--- src/rtl/i2c_rcv_pkg.sv ---
// Package: shared state encoding for the bus-clear recovery sequencer.
// Assumes: nothing; it holds types only.
package i2c_rcv_pkg;

    typedef enum logic [2:0] {
        ST_IDLE   = 3'd0,
        ST_CHECK  = 3'd1,
        ST_LOW    = 3'd2,
        ST_HIGH   = 3'd3,
        ST_STOP_A = 3'd4,
        ST_STOP_B = 3'd5,
        ST_STOP_C = 3'd6
    } rcv_state_t;

endpackage

--- src/rtl/rcv_phase_timer.sv ---
// Module: counts clocks within one phase and flags the last clock of it.
// Assumes: the phase lasts HALF_PERIOD clocks in which run_i is high.
//          clear_i zeroes the count, and the count also restarts by itself
//          after each phase end.
module rcv_phase_timer #(
    parameter int HALF_PERIOD = 8
) (
    input  logic clk,
    input  logic rst_n,
    input  logic clear_i,
    input  logic run_i,
    output logic phase_end_o
);
    localparam int TW = $clog2(HALF_PERIOD + 1);

    logic [TW-1:0] cnt_q;

    assign phase_end_o = run_i && (cnt_q == TW'(HALF_PERIOD - 1));

    // Phase counter: restarts on clear or at the end of a phase.
    always_ff @(posedge clk) begin
        if (!rst_n || clear_i || phase_end_o) begin
            cnt_q <= '0;
        end else if (run_i) begin
            cnt_q <= cnt_q + TW'(1);
        end
    end
endmodule

--- src/rtl/rcv_stuck_watch.sv ---
// Module: detects a line that stays low for TIMEOUT consecutive clocks
//         while it is meant to be released.
// Assumes: arm_i is high only while the block has released the line.
module rcv_stuck_watch #(
    parameter int TIMEOUT = 64
) (
    input  logic clk,
    input  logic rst_n,
    input  logic arm_i,
    input  logic line_low_i,
    output logic stuck_o
);
    localparam int SW = $clog2(TIMEOUT + 1);

    logic [SW-1:0] low_q;

    assign stuck_o = arm_i && line_low_i && (low_q == SW'(TIMEOUT - 1));

    // Low-time counter: runs while armed and the line reads low.
    always_ff @(posedge clk) begin
        if (!rst_n || !arm_i || !line_low_i) begin
            low_q <= '0;
        end else if (!stuck_o) begin
            low_q <= low_q + SW'(1);
        end
    end
endmodule

--- src/rtl/rcv_pulse_counter.sv ---
// Module: counts the recovery pulses issued and flags when the cap is reached.
// Assumes: inc_i is high for one clock per pulse and the count never passes MAX.
module rcv_pulse_counter #(
    parameter int MAX = 9,
    parameter int CW  = 4
) (
    input  logic          clk,
    input  logic          rst_n,
    input  logic          clear_i,
    input  logic          inc_i,
    output logic [CW-1:0] count_o,
    output logic          at_max_o
);
    assign at_max_o = (count_o == CW'(MAX));

    // Pulse count: cleared on a new start, incremented per issued pulse.
    always_ff @(posedge clk) begin
        if (!rst_n || clear_i) begin
            count_o <= '0;
        end else if (inc_i && !at_max_o) begin
            count_o <= count_o + CW'(1);
        end
    end
endmodule

--- src/rtl/i2c_bus_recover.sv ---
// Module: I2C bus-clear recovery sequencer (top).
//   It checks that SCL can go high. If SDA is low it clocks SCL up to
//   MAX_PULSES times and exits early once SDA reads high, then sends a
//   STOP. A stuck clock or an unfreed SDA raises a hardware-reset request.
// Assumes: scl_in and sda_in are already synchronised to clk; the line
//          outputs drive open-drain pads, where 1 pulls the line low.
module i2c_bus_recover
    import i2c_rcv_pkg::*;
#(
    parameter int HALF_PERIOD   = 250,
    parameter int STUCK_TIMEOUT = 5000,
    parameter int MAX_PULSES    = 9,
    parameter int CNT_W         = $clog2(MAX_PULSES + 1)
) (
    input  logic             clk,
    input  logic             rst_n,
    input  logic             start_i,
    input  logic             scl_in,
    input  logic             sda_in,
    output logic             scl_oe_o,
    output logic             sda_oe_o,
    output logic             done_o,
    output logic             success_o,
    output logic             hw_reset_req_o,
    output logic [CNT_W-1:0] pulse_count_o
);
    rcv_state_t state_q, state_d;
    logic phase_end, stuck, at_max;
    logic timer_clear, timer_run, watch_arm;
    logic accept, fin_ok, fin_bad, pulse_inc;

    assign accept      = (state_q == ST_IDLE) && start_i;
    assign timer_clear = (state_q == ST_IDLE) || (state_q == ST_CHECK);
    assign timer_run   = (state_q == ST_LOW) || (state_q == ST_STOP_A) ||
                         (state_q == ST_STOP_B) || (state_q == ST_STOP_C) ||
                         ((state_q == ST_HIGH) && scl_in);
    assign watch_arm   = (state_q == ST_CHECK) || (state_q == ST_HIGH);
    assign pulse_inc   = (state_q == ST_LOW) && phase_end;

    rcv_phase_timer #(.HALF_PERIOD(HALF_PERIOD)) u_timer (
        .clk        (clk),
        .rst_n      (rst_n),
        .clear_i    (timer_clear),
        .run_i      (timer_run),
        .phase_end_o(phase_end)
    );

    rcv_stuck_watch #(.TIMEOUT(STUCK_TIMEOUT)) u_watch (
        .clk       (clk),
        .rst_n     (rst_n),
        .arm_i     (watch_arm),
        .line_low_i(!scl_in),
        .stuck_o   (stuck)
    );

    rcv_pulse_counter #(.MAX(MAX_PULSES), .CW(CNT_W)) u_count (
        .clk     (clk),
        .rst_n   (rst_n),
        .clear_i (accept),
        .inc_i   (pulse_inc),
        .count_o (pulse_count_o),
        .at_max_o(at_max)
    );

    // Next-state decision for the check, pulse and STOP sequence.
    always_comb begin
        state_d = state_q;
        fin_ok  = 1'b0;
        fin_bad = 1'b0;
        unique case (state_q)
            ST_IDLE: if (start_i) state_d = ST_CHECK;
            ST_CHECK: begin
                if (stuck) begin
                    fin_bad = 1'b1;
                    state_d = ST_IDLE;
                end else if (scl_in) begin
                    state_d = sda_in ? ST_STOP_A : ST_LOW;
                end
            end
            ST_LOW: if (phase_end) state_d = ST_HIGH;
            ST_HIGH: begin
                if (stuck) begin
                    fin_bad = 1'b1;
                    state_d = ST_IDLE;
                end else if (phase_end) begin
                    if (sda_in) begin
                        state_d = ST_STOP_A;
                    end else if (at_max) begin
                        fin_bad = 1'b1;
                        state_d = ST_IDLE;
                    end else begin
                        state_d = ST_LOW;
                    end
                end
            end
            ST_STOP_A: if (phase_end) state_d = ST_STOP_B;
            ST_STOP_B: if (phase_end) state_d = ST_STOP_C;
            ST_STOP_C: begin
                if (phase_end) begin
                    fin_ok  = 1'b1;
                    state_d = ST_IDLE;
                end
            end
            default: state_d = ST_IDLE;
        endcase
    end

    // State register and registered open-drain enables decoded from the next state.
    always_ff @(posedge clk) begin
        if (!rst_n) begin
            state_q  <= ST_IDLE;
            scl_oe_o <= 1'b0;
            sda_oe_o <= 1'b0;
        end else begin
            state_q  <= state_d;
            scl_oe_o <= (state_d == ST_LOW) || (state_d == ST_STOP_A);
            sda_oe_o <= (state_d == ST_STOP_A) || (state_d == ST_STOP_B);
        end
    end

    // Result flags: cleared on an accepted start, set when a run finishes.
    always_ff @(posedge clk) begin
        if (!rst_n || accept) begin
            done_o         <= 1'b0;
            success_o      <= 1'b0;
            hw_reset_req_o <= 1'b0;
        end else if (fin_ok || fin_bad) begin
            done_o         <= 1'b1;
            success_o      <= fin_ok;
            hw_reset_req_o <= fin_bad;
        end
    end
endmodule

--- config.mk ---
export PLATFORM = sky130hd
export DESIGN_NAME = i2c_bus_recover
export DESIGN_NICKNAME = d
export VERILOG_FILES = /design/src/rtl/i2c_rcv_pkg.sv /design/src/rtl/rcv_phase_timer.sv /design/src/rtl/rcv_stuck_watch.sv /design/src/rtl/rcv_pulse_counter.sv /design/src/rtl/i2c_bus_recover.sv
export SDC_FILE = /design/constraint.sdc
export NUM_CORES = 1
export LEC_CHECK = 0
export BUFFER_PORTS_ARGS = -buffer_cell sky130_fd_sc_hd__buf_2
export CELL_PAD_IN_SITES_DETAIL_PLACEMENT = 0
export CELL_PAD_IN_SITES_GLOBAL_PLACEMENT = 1
export CORE_AREA = 2 2 64 66
export CTS_BUF_LIST = sky130_fd_sc_hd__clkbuf_8
export CTS_CLUSTER_DIAMETER = 80
export DETAILED_ROUTE_END_ITERATION = 12
export DIE_AREA = 0 0 66 68
export PLACE_DENSITY_LB_ADDON = 0.25
export SLEW_MARGIN = 10
export SYNTH_ARGS = -nofsm -noshare
export SYNTH_HDL_FRONTEND = slang
export SYNTH_SLANG_ARGS = --single-unit
--- constraint.sdc ---
create_clock -name clk -period 2.1 [get_ports clk]
set_input_delay 0.21 -clock clk [delete_from_list [all_inputs] [get_ports clk]]
set_output_delay 0.21 -clock clk [all_outputs]
set_load 0.005 [all_outputs]
==> results of run 1 <==
-- worst paths after layout --
check | end | slack, ns | cells after the start | from
hold reg to reg | hw_reset_req_o | 0.45 | 2 | hw_reset_req_o
setup / recovery | success_o | 0.23 | 6 | state_q[2]
hold / removal | state_q[1] | 0.25 | 2 | rst_n
setup reg to reg | success_o | 0.23 | 6 | state_q[2]
-- per-layer routing --
layer	wire (um)	global-route usage
met5	0	0
met4	68	0.08673
met3	137	0.05592
met2	1402	0.2449
met1	1472	0.1904
-- power groups by stage --
stage	clock (mW)	sequential, mW	combinational (mW)
global route	0.517	0.639	0.0634
detailed placement	0	0.652	0.0571
global placement	0	0.652	0.0567
finish	0.468	0.638	0.0573
floorplan	0	0.648	0.0431
CTS	0.490	0.638	0.0576
-- synth_stat cells (2+ instances only) --
master	instances
sky130_fd_sc_hd__a211oi_1	3
sky130_fd_sc_hd__a21oi_1	8
sky130_fd_sc_hd__a31oi_1	2
sky130_fd_sc_hd__and2_1	3
sky130_fd_sc_hd__and3_1	4
sky130_fd_sc_hd__dfxtp_1	33
sky130_fd_sc_hd__ha_1	5
sky130_fd_sc_hd__inv_1	3
sky130_fd_sc_hd__nand2_1	17
sky130_fd_sc_hd__nand2b_1	3
sky130_fd_sc_hd__nand3_1	7
sky130_fd_sc_hd__nand3b_1	4
sky130_fd_sc_hd__nand4_1	7
sky130_fd_sc_hd__nor2_1	33
sky130_fd_sc_hd__nor2b_1	2
sky130_fd_sc_hd__nor3_1	2
sky130_fd_sc_hd__xnor2_1	9
sky130_fd_sc_hd__xor2_1	15
-- stage by stage --
step	cells	area [sq um]	hold slack (ns)	worst slack [ns]
floorplan	183	1622	0.3317	0.4304
global placement	244	1737	0.4428	0.2668
detailed placement	244	1737	0.4509	0.2286
CTS	251	1823	0.2335	0.2023
global route	251	1823	0.2461	0.02788
finish	251	1823	0.2470	0.2278
-- state kept, by name, summed over array words and instances (netlist names) --
name	cells
u_watch.low_q	13
u_timer.cnt_q	8
u_count.count_o	4
state_q	3
done_o	1
hw_reset_req_o	1
scl_oe_o	1
sda_oe_o	1
success_o	1
-- final cells by class --
| type | count | area [sq um] | share of cell area |
|---|---|---|---|
| well taps | 50 | 62.56 | 0.03432 |
| clock buffers | 6 | 82.58 | 0.04530 |
| multi-input cells | 143 | 922.1 | 0.5058 |
| clock inverters | 1 | 3.754 | 0.002059 |
| flip-flops and latches | 33 | 660.6 | 0.3624 |
| repair buffers | 15 | 80.08 | 0.04393 |
| inverters | 3 | 11.26 | 0.006177 |
-- cell usage in the layout, fill, tap and decap left out, drive strengths merged --
| cell | instances |
|---|---|
| o2111ai | 1 |
| a21oi | 8 |
| nand2b | 4 |
| mux2 | 1 |
| o2bb2ai | 1 |
| xnor2 | 9 |
| o41a | 1 |
| o21ai | 1 |
| nand4 | 7 |
| nor2b | 2 |
| a211oi | 4 |
| and2 | 3 |
| nand3 | 7 |
| nand3b | 4 |
| nor4bb | 1 |
| a21boi | 1 |
| nor3 | 2 |
| nand4b | 1 |
| nand2 | 18 |
| and4b | 1 |
| o21a | 1 |
| ha | 5 |
| nor4b | 2 |
| or2 | 1 |
| and3 | 4 |
| a31oi | 3 |
| buf | 15 |
| and4 | 1 |
| xor2 | 15 |
| dfxtp | 33 |
| inv | 4 |
| nor2 | 34 |
| clkbuf | 6 |
-- kinds of logic after synthesis --
logic type / synth area share
and+or+nand+nor: 0.2963
DFF: 0.4074
xor gates and xnor gates: 0.1296
AOI/OAI and AO/OA: 0.09722
buffers and inverters: 0.02392
adders and majority gates: 0.03858
muxes: 0.006944
-- critical path: cells and delay by family (launching register included) --
kind / cells / cell delay, ns
AO/OA/AOI/OAI: 3 / 0.88
flip-flops: 1 / 0.51
AND/OR/NAND/NOR: 3 / 0.36
==> parameters.txt, run 1 <==
Parameter                              Value

Layout
  Fill cells ... 403
  Growth of design area from synthesis to finish ... 12.42%
  Layout Nets ... 211
  Total inserted antenna cells ... 0
  Proportion of layout cells with a drive suffix above 1 ... 0.1443
  Final Util ... 0.4727

CTS
  Buffer levels on the longest clock path ... 2
  Clock slew seen by the registers of the worst setup and hold paths ... 0.07 ns
  Post-CTS Hold Fix Bufs ... 0
  Clock insertion delay at the later pin of the skew report ... 0.29 ns
  CTS buffer count ... 5
  # Post-CTS Setup Buffers ... 0
  Clock tree from TritonCTS ... yes
  Clock root buffer ... sky130_fd_sc_hd__clkbuf_8
  Sink Count ... 33
  Resized Gates After CTS ... 0
  H-tree level count ... 2

Routing
  Routed WL per cell ... 12.27 um
  Number of DRC violations after detailed routing ... 0
  DRT Pass-1 Iters ... 4
  Antenna violation net count after detailed routing ... 0
  Detail-routed via count per cell ... 5.127
  Total length of routed wires ... 3080 um
  Detailed router's first-iteration violation count ... 74
  DR vias ... 1287

Global routing
  Via count of the first global-routing pass ... 1217
  Global-route wire length before repair ... 5244 um
  Maximum number of pins on one net before global-route repair ... 14
  Tot GR Track Use ... 0.1573
  Overflow after GRT ... 0
  Number of antenna violations at the first check in global routing ... 0

Timing
  Clock skew after layout ... 0.007160 ns
  Slew at the pin closest to its max-slew limit ... 0.4759 ns
  Final sum of negative setup slack ... 0 ns
  Hold violation total from the final report ... 0
  Upper clock frequency limit ... 534.1 MHz
  Slew margin rel. ... 0.6819
  Fraction of the cycle the final worst path needs ... 0.8915
  Final count of pins violating max slew ... 0
  Unrepaired setup endpoints after global routing ... no
  Post-route minimum period ... 1.872 ns
  Final setup fails ... 0

Critical path
  Cells along the critical path ... nor2_1 -> a31oi_4 -> nand2_4 -> o41a_1 -> nand2_1 -> a21oi_1
  Crit-path max FO ... 10
  Worst Setup End Kind ... flip-flop
  Crit path required time ... 2.27 ns
  WP data arrival ... 2.05 ns
  Setup crit start kind ... flip-flop
  Crit Path Class ... flip-flop to flip-flop
  Cell type of the slowest stage on the worst timing path ... sky130_fd_sc_hd__dfxtp_1
  CP peak stage delay ... 0.51 ns

Floorplanning
  Die extent in x ... 66 um
  Total core area ... 3856 sq um
  Floorplan row count ... 23
  Boundary pin count ... 14
  Vert. Die Dim ... 68 um
  Initial Utilization ... 0.4205
  Die outline area ... 4488 sq um

Power and ir drop
  P_sw ... 0.2539 mW
  Sequential Power Share ... 0.549
  Portion of total power attributed to the clock network ... 0.402
  Power density cells ... 638.1 nW/um^2
  LEAKAGE ... 0.6628 nW
  VDD IR-drop max ... 397.0 uV
  Switching share of total power ... 0.2182
  Internal power consumption ... 0.9094 mW
  Combinational cell fraction of total power ... 0.049
  Total Power ... 1.163 mW

Yosys
  Register bit count reported by yosys ... 33
  Main synth FF type ... sky130_fd_sc_hd__dfxtp_1
  Total nets after synthesis ... 193
  Average instance area after synthesis ... 8.861 sq um
  Area of the mapped netlist ... 1622 sq um
  Cell count after synthesis ... 183
  Share of the yosys chip area belonging to registers ... 0.4074
  Post-synth ARST share ... 0
  Most area-consuming cells after synthesis ... sky130_fd_sc_hd__dfxtp_1 (41%), sky130_fd_sc_hd__xor2_1 (8.1%), sky130_fd_sc_hd__nor2_1 (7.6%), sky130_fd_sc_hd__xnor2_1 (4.9%), sky130_fd_sc_hd__nand2_1 (3.9%)
  Fraction of post-synthesis cell area in the top cell type by area ... 0.4074
  Count of warnings emitted by yosys ... 0
  Post-synth cell types ... 41
  Biggest area consumer among synthesized cells ... sky130_fd_sc_hd__dfxtp_1
  Number of flops mapped to enable cells by yosys ... 0

Place
  Half-perimeter wire length of the detailed placement result ... 2237 um
  Number of input and output port buffers inserted ... 13
  Final weighted congestion in routability-driven placement ... 0.8722

Min path
  Hold WC Path Type ... input pin to flip-flop

Flow run
  Reported max-cap violation count ... 0

Run status
  Result of the run ... complete, no violations
Note: power is estimated with default switching activity, not from simulation.
==> run 2, diff against run 1 <==
--- a/config.mk
+++ b/config.mk
@@ -8,11 +8,11 @@
 export BUFFER_PORTS_ARGS = -buffer_cell sky130_fd_sc_hd__buf_2
 export CELL_PAD_IN_SITES_DETAIL_PLACEMENT = 0
 export CELL_PAD_IN_SITES_GLOBAL_PLACEMENT = 1
-export CORE_AREA = 2 2 64 66
+export CORE_AREA = 2 2 62 64
 export CTS_BUF_LIST = sky130_fd_sc_hd__clkbuf_8
 export CTS_CLUSTER_DIAMETER = 80
 export DETAILED_ROUTE_END_ITERATION = 12
-export DIE_AREA = 0 0 66 68
+export DIE_AREA = 0 0 64 66
 export PLACE_DENSITY_LB_ADDON = 0.25
 export SLEW_MARGIN = 10
 export SYNTH_ARGS = -nofsm -noshare
==> parameters.txt, run 2 (synthesis results as in run 1) <==
Parameter                              Value

Run status
  Result of the run ... complete, no violations

Critical path
  Delay-heaviest family, CP ... compound AO/OA/AOI/OAI gates
  CP peak stage delay ... 0.52 ns
  Crit Path Class ... flip-flop to flip-flop
  Cells along the critical path ... nor2_1 -> a31oi_4 -> nand2_4 -> o41a_1 -> nand2_1 -> a21oi_1
  WP data arrival ... 2.04 ns
  Crit-path max FO ... 10
  CP Buf/Inv Count ... 0
  Cell type of the slowest stage on the worst timing path ... sky130_fd_sc_hd__dfxtp_1
  Worst Setup End Kind ... flip-flop
  Crit path required time ... 2.27 ns
  Setup crit start kind ... flip-flop

Timing
  Fraction of the cycle the final worst path needs ... 0.8909
  Slew at the pin closest to its max-slew limit ... 0.4953 ns
  Post-route minimum period ... 1.871 ns
  Unrepaired setup endpoints after global routing ... no
  Final setup fails ... 0
  Slew margin rel. ... 0.6689
  Clock skew after layout ... 0.007289 ns
  Final count of pins violating max slew ... 0
  Hold violation total from the final report ... 0
  Upper clock frequency limit ... 534.5 MHz
  Final sum of negative setup slack ... 0 ns

Floorplanning
  Floorplan row count ... 22
  Total core area ... 3551 sq um
  Initial Utilization ... 0.4567
  Die extent in x ... 64 um
  Die outline area ... 4224 sq um
  Boundary pin count ... 14
  Vert. Die Dim ... 66 um

Layout
  Proportion of layout cells with a drive suffix above 1 ... 0.1400
  Largest reg by FF count ... u_watch.low_q
  Growth of design area from synthesis to finish ... 11.81%
  Final Util ... 0.5106
  Layout Nets ... 210
  Registers with the most flip-flops ... u_watch.low_q: 13 flops, u_timer.cnt_q: 8 flops, u_count.count_o: 4 flops
  Total inserted antenna cells ... 0
  Flip-flop count of the largest register, all copies and words added ... 13
  Commonest cells after routing, fill and taps aside ... sky130_fd_sc_hd__nor2_1 (33), sky130_fd_sc_hd__dfxtp_1 (33), sky130_fd_sc_hd__nand2_1 (17), sky130_fd_sc_hd__xor2_1 (15), sky130_fd_sc_hd__buf_2 (13)

Global routing
  Via count of the first global-routing pass ... 1315
  Global-route wire length before repair ... 5706 um
  Overflow after GRT ... 0
  Maximum number of pins on one net before global-route repair ... 14
  Tot GR Track Use ... 0.1755
  Number of antenna violations at the first check in global routing ... 0

Place
  Number of input and output port buffers inserted ... 13
  Half-perimeter wire length of the detailed placement result ... 2339 um
  Final weighted congestion in routability-driven placement ... 0.8751

CTS
  Sink Count ... 33
  Clock slew seen by the registers of the worst setup and hold paths ... 0.07 ns
  Clock root buffer ... sky130_fd_sc_hd__clkbuf_8
  Clock tree from TritonCTS ... yes
  Buffer levels on the longest clock path ... 2
  Resized Gates After CTS ... 0
  Clock insertion delay at the later pin of the skew report ... 0.28 ns
  CTS buffer count ... 5
  H-tree level count ... 2
  Post-CTS Hold Fix Bufs ... 0
  # Post-CTS Setup Buffers ... 0

Routing
  Detailed router's first-iteration violation count ... 73
  DRT Pass-1 Iters ... 4
  Antenna violation net count after detailed routing ... 0
  Number of DRC violations after detailed routing ... 0
  Total length of routed wires ... 3207 um
  Detail-routed via count per cell ... 5.363
  Routed WL per cell ... 12.93 um
  DR vias ... 1330

Power and ir drop
  LEAKAGE ... 0.6576 nW
  Power density cells ... 642.9 nW/um^2
  Total Power ... 1.166 mW
  VDD IR-drop max ... 306.3 uV

Flow run
  Reported max-cap violation count ... 0

Min path
  Hold WC Path Type ... input pin to flip-flop
run 2: cell type report:
| type | count | area [sq um] |
|---|---|---|
| Multi-Input combinational cell | 143 | 922.1 |
| Inverter | 3 | 11.26 |
| Tap cell | 48 | 60.06 |
| Sequential cell | 33 | 660.6 |
| Clock inverter | 1 | 3.754 |
| Timing Repair Buffer | 14 | 72.57 |
| Fill cell | 340 | 1738 |
| Clock buffer | 6 | 82.58 |
run 2: worst paths after layout:
kind,start,endpoint,slack [ns],cells past startpoint
min,rst_n,state_q[1],0.24,2
max,state_q[2],success_o,0.23,6
min reg2reg,success_o,success_o,0.46,2
max reg2reg,state_q[2],success_o,0.23,6
run 2: per-stage QoR:
stage,instances,instance area [sq um],setup WS (ns),hold WS [ns]
floorplan,183,1622,0.4304,0.3317
global placement,241,1727,0.2963,0.4440
detailed placement,241,1727,0.2510,0.4594
CTS,248,1813,0.2449,0.2415
global route,248,1813,0.06335,0.2577
finish,248,1813,0.2291,0.2386
run 2: metal layers:
layer | vias to the layer above | global-route usage | routed length, um
li1 | 659 | - | -
met1 | 636 | 0.2064 | 1438
met2 | 27 | 0.2878 | 1566
met3 | 8 | 0.05622 | 137
met4 | 0 | 0.08696 | 64
met5 | - | 0 | 0
run 2: power by group:
part           leakage [nW]  total (mW)  internal, mW  switching (mW)
registers             0.266       0.640         0.631         0.00972
logic                 0.343      0.0527        0.0221          0.0307
clock network        0.0485       0.472         0.255           0.218
total                 0.658        1.17         0.908           0.258
run 2: worst register-to-register path, stage by stage (launching register included):
cell and delay (ns):
sky130_fd_sc_hd__dfxtp_1 0.52, sky130_fd_sc_hd__nor2_1 0.21, sky130_fd_sc_hd__a31oi_4 0.36, sky130_fd_sc_hd__nand2_4 0.08, sky130_fd_sc_hd__o41a_1 0.45, sky130_fd_sc_hd__nand2_1 0.08
sky130_fd_sc_hd__a21oi_1 0.06
==> run 3, diff against run 2 <==
--- a/config.mk
+++ b/config.mk
@@ -8,13 +8,14 @@
 export BUFFER_PORTS_ARGS = -buffer_cell sky130_fd_sc_hd__buf_2
 export CELL_PAD_IN_SITES_DETAIL_PLACEMENT = 0
 export CELL_PAD_IN_SITES_GLOBAL_PLACEMENT = 1
-export CORE_AREA = 2 2 62 64
+export CORE_AREA = 2 2 64 66
 export CTS_BUF_LIST = sky130_fd_sc_hd__clkbuf_8
 export CTS_CLUSTER_DIAMETER = 80
 export DETAILED_ROUTE_END_ITERATION = 12
-export DIE_AREA = 0 0 64 66
+export DIE_AREA = 0 0 66 68
 export PLACE_DENSITY_LB_ADDON = 0.25
 export SLEW_MARGIN = 10
 export SYNTH_ARGS = -nofsm -noshare
 export SYNTH_HDL_FRONTEND = slang
+export SYNTH_HIERARCHICAL = 1
 export SYNTH_SLANG_ARGS = --single-unit
==> parameters.txt, run 3 <==
Parameter                              Value

Run status
  Result of the run ... complete, no violations

Global routing
  Maximum number of pins on one net before global-route repair ... 15
  Tot GR Track Use ... 0.1824
  Via count of the first global-routing pass ... 1382
  Global-route wire length before repair ... 6182 um
  Overflow after GRT ... 0
  Number of antenna violations at the first check in global routing ... 0

Yosys
  Number of flops mapped to enable cells by yosys ... 0
  Fraction of post-synthesis cell area in the top cell type by area ... 0.3846
  Share of the yosys chip area belonging to registers ... 0.3846
  Most used standard cells in the synthesized netlist ... sky130_fd_sc_hd__dfxtp_1 (33), sky130_fd_sc_hd__nor2_1 (17), sky130_fd_sc_hd__inv_1 (13), sky130_fd_sc_hd__nand2_1 (12), sky130_fd_sc_hd__a21oi_1 (11)
  Total nets after synthesis ... 205
  Post-synth ARST share ... 0
  Area of the mapped netlist ... 1718 sq um
  Most area-consuming cells after synthesis ... sky130_fd_sc_hd__dfxtp_1 (38%), sky130_fd_sc_hd__nor2_1 (3.7%), sky130_fd_sc_hd__ha_1 (3.6%), sky130_fd_sc_hd__xnor2_1 (3.6%), sky130_fd_sc_hd__a21oi_1 (3.2%)
  Register bit count reported by yosys ... 33
  Main synth FF type ... sky130_fd_sc_hd__dfxtp_1
  Post-synth cell types ... 49
  Biggest area consumer among synthesized cells ... sky130_fd_sc_hd__dfxtp_1
  Cell count after synthesis ... 195
  Most frequent cell after synthesis ... sky130_fd_sc_hd__dfxtp_1
  Count of warnings emitted by yosys ... 6
  Average instance area after synthesis ... 8.810 sq um

Critical path
  Cells along the critical path ... nand2b_4 -> a31oi_2 -> nand4_4 -> nor2_4 -> nor3b_2 -> or4b_1 -> o21a_1 -> and2_1
  Crit-path max FO ... 3
  CP peak stage delay ... 0.53 ns
  WP data arrival ... 2.17 ns
  Crit Path Class ... flip-flop to flip-flop
  Delay-heaviest family, CP ... simple AND/OR/NAND/NOR gates
  Cell type of the slowest stage on the worst timing path ... sky130_fd_sc_hd__or4b_1
  Worst Setup End Kind ... flip-flop
  Setup crit start kind ... flip-flop
  CP Buf/Inv Count ... 0
  Crit path required time ... 2.27 ns

Layout
  Largest reg by FF count ... u_watch/low_q
  Growth of design area from synthesis to finish ... 18.57%
  Most frequent standard cell in the layout excluding fill and tap cells ... sky130_fd_sc_hd__dfxtp_1
  Registers with the most flip-flops ... u_watch/low_q: 13 flops, u_timer/cnt_q: 8 flops, u_count/count_o: 4 flops
  Fill cells ... 389
  Flip-flop count of the largest register, all copies and words added ... 13
  Total inserted antenna cells ... 0
  Proportion of layout cells with a drive suffix above 1 ... 0.2252
  Commonest cells after routing, fill and taps aside ... sky130_fd_sc_hd__dfxtp_1 (32), sky130_fd_sc_hd__nor2_1 (16), sky130_fd_sc_hd__inv_1 (14), sky130_fd_sc_hd__buf_2 (13), sky130_fd_sc_hd__buf_4 (13)
  Final Util ... 0.5282
  Layout Nets ... 232
  Layout Cell Area excl Fill ... 2037 sq um

Timing
  Post-route worst setup slack ... 0.1078 ns
  Clock skew after layout ... 0.003018 ns
  Final count of pins violating max slew ... 0
  Slew margin rel. ... 0.6530
  Upper clock frequency limit ... 502.0 MHz
  Final sum of negative setup slack ... 0 ns
  Final-layout worst hold slack ... 0.2573 ns
  Fraction of the cycle the final worst path needs ... 0.9487
  Post-route minimum period ... 1.992 ns
  Final setup fails ... 0
  Hold violation total from the final report ... 0
  Slew at the pin closest to its max-slew limit ... 0.5190 ns

Routing
  Number of DRC violations after detailed routing ... 0
  DRT Pass-1 Iters ... 4
  Routed WL per cell ... 12.86 um
  Antenna violation net count after detailed routing ... 0
  Detail-routed via count per cell ... 5.415
  Detailed router's first-iteration violation count ... 52
  DR vias ... 1473
  Total length of routed wires ... 3497 um

Floorplanning
  Floorplan row count ... 23
  Die extent in x ... 66 um
  Total core area ... 3856 sq um
  Boundary pin count ... 14
  Vert. Die Dim ... 68 um
  Initial Utilization ... 0.4455
  Die outline area ... 4488 sq um

Power and ir drop
  VDD IR-drop max ... 386.1 uV
  P_sw ... 0.3034 mW
  Combinational cell fraction of total power ... 0.122
  Internal power consumption ... 0.9596 mW
  Portion of total power attributed to the clock network ... 0.366
  Power density cells ... 620.1 nW/um^2
  Switching share of total power ... 0.2402
  LEAKAGE ... 0.7782 nW
  Sequential Power Share ... 0.512

Place
  Minimum setup slack after placement ... 0.01456 ns
  Number of input and output port buffers inserted ... 13
  Final weighted congestion in routability-driven placement ... 0.8269
  Placement-stage cell area ... 1929 sq um
  Half-perimeter wire length of the detailed placement result ... 2527 um

CTS
  Post-CTS Hold Fix Bufs ... 0
  H-tree level count ... 2
  Clock slew seen by the registers of the worst setup and hold paths ... 0.06 ns
  Clock insertion delay at the later pin of the skew report ... 0.28 ns
  CTS buffer count ... 5
  Clock tree from TritonCTS ... yes
  Buffer levels on the longest clock path ... 2
  Clock root buffer ... sky130_fd_sc_hd__clkbuf_8
  Sink Count ... 33

Min path
  Hold WC Path Type ... input pin to flip-flop

Flow run
  Reported max-cap violation count ... 0
[run 3: kinds of logic (layout without fill, tap and decap cells)]
| logic type | after synthesis | after routing | synth area share |
|---|---|---|---|
| AND/OR/NAND/NOR | 87 | 87 | 0.3256 |
| AO/OA/AOI/OAI | 37 | 37 | 0.1326 |
| flip-flops | 33 | 33 | 0.3846 |
| buffers and inverters | 19 | 46 | 0.04880 |
| XOR/XNOR | 13 | 13 | 0.06628 |
| adder cells (fa/ha/maj) | 5 | 5 | 0.03642 |
| multiplexers | 1 | 1 | 0.005827 |
[run 3: power groups by stage]
stage	registers, mW	logic, mW	clock network, mW
2_1_floorplan	0.659	0.109	0
6_report	0.647	0.154	0.462
4_1_cts	0.645	0.150	0.489
3_3_place_gp	0.659	0.144	0
3_5_place_dp	0.659	0.147	0
5_1_grt	0.647	0.171	0.521
[run 3: what timing repair did]
action                                  CTS  global route
resized for setup                         1             3
endpoints found under the setup margin    1             5
buffers inserted                          0             0
[run 3: final cells by class]
cell class	count	area (sq um)	share of cell area
multi-input cells	143	1015	0.4982
flip-flops and latches	33	661.9	0.3249
well taps	50	62.56	0.03071
clock buffers	6	82.58	0.04054
clock inverters	1	3.754	0.001843
inverters	13	48.80	0.02396
repair buffers	26	162.7	0.07985
[run 3: worst reg2reg max path, cell delays in order, from the launching register on]
cell,delay [ns]
sky130_fd_sc_hd__dfxtp_2,0.33
sky130_fd_sc_hd__nand2b_4,0.14
sky130_fd_sc_hd__a31oi_2,0.27
sky130_fd_sc_hd__nand4_4,0.14
sky130_fd_sc_hd__nor2_4,0.13
sky130_fd_sc_hd__nor3b_2,0.06
sky130_fd_sc_hd__or4b_1,0.53
sky130_fd_sc_hd__o21a_1,0.15
sky130_fd_sc_hd__and2_1,0.14
[run 3: stage by stage]
step	total power [mW]	std cells
2_1_floorplan	0.7686	195
3_3_place_gp	0.8034	265
3_5_place_dp	0.8053	265
4_1_cts	1.284	272
5_1_grt	1.340	272
6_report	1.263	272
[run 3: path summary, 6_finish.rpt]
check	from	endpoint	slack, ns	cells past startpoint
hold reg to reg	done_o	done_o	0.46	2
setup reg to reg	state_q[2]	state_q[1]	0.11	8
hold / removal	rst_n	scl_oe_o	0.26	3
setup / recovery	state_q[2]	state_q[1]	0.11	8
[run 3: metal layers]
metal | share of wire | global-route usage | up-vias
li1 | - | - | 744
met1 | 0.46 | 0.2202 | 686
met2 | 0.47 | 0.3005 | 36
met3 | 0.049 | 0.05757 | 7
met4 | 0.020 | 0.07908 | 0
met5 | 0 | 0 | -
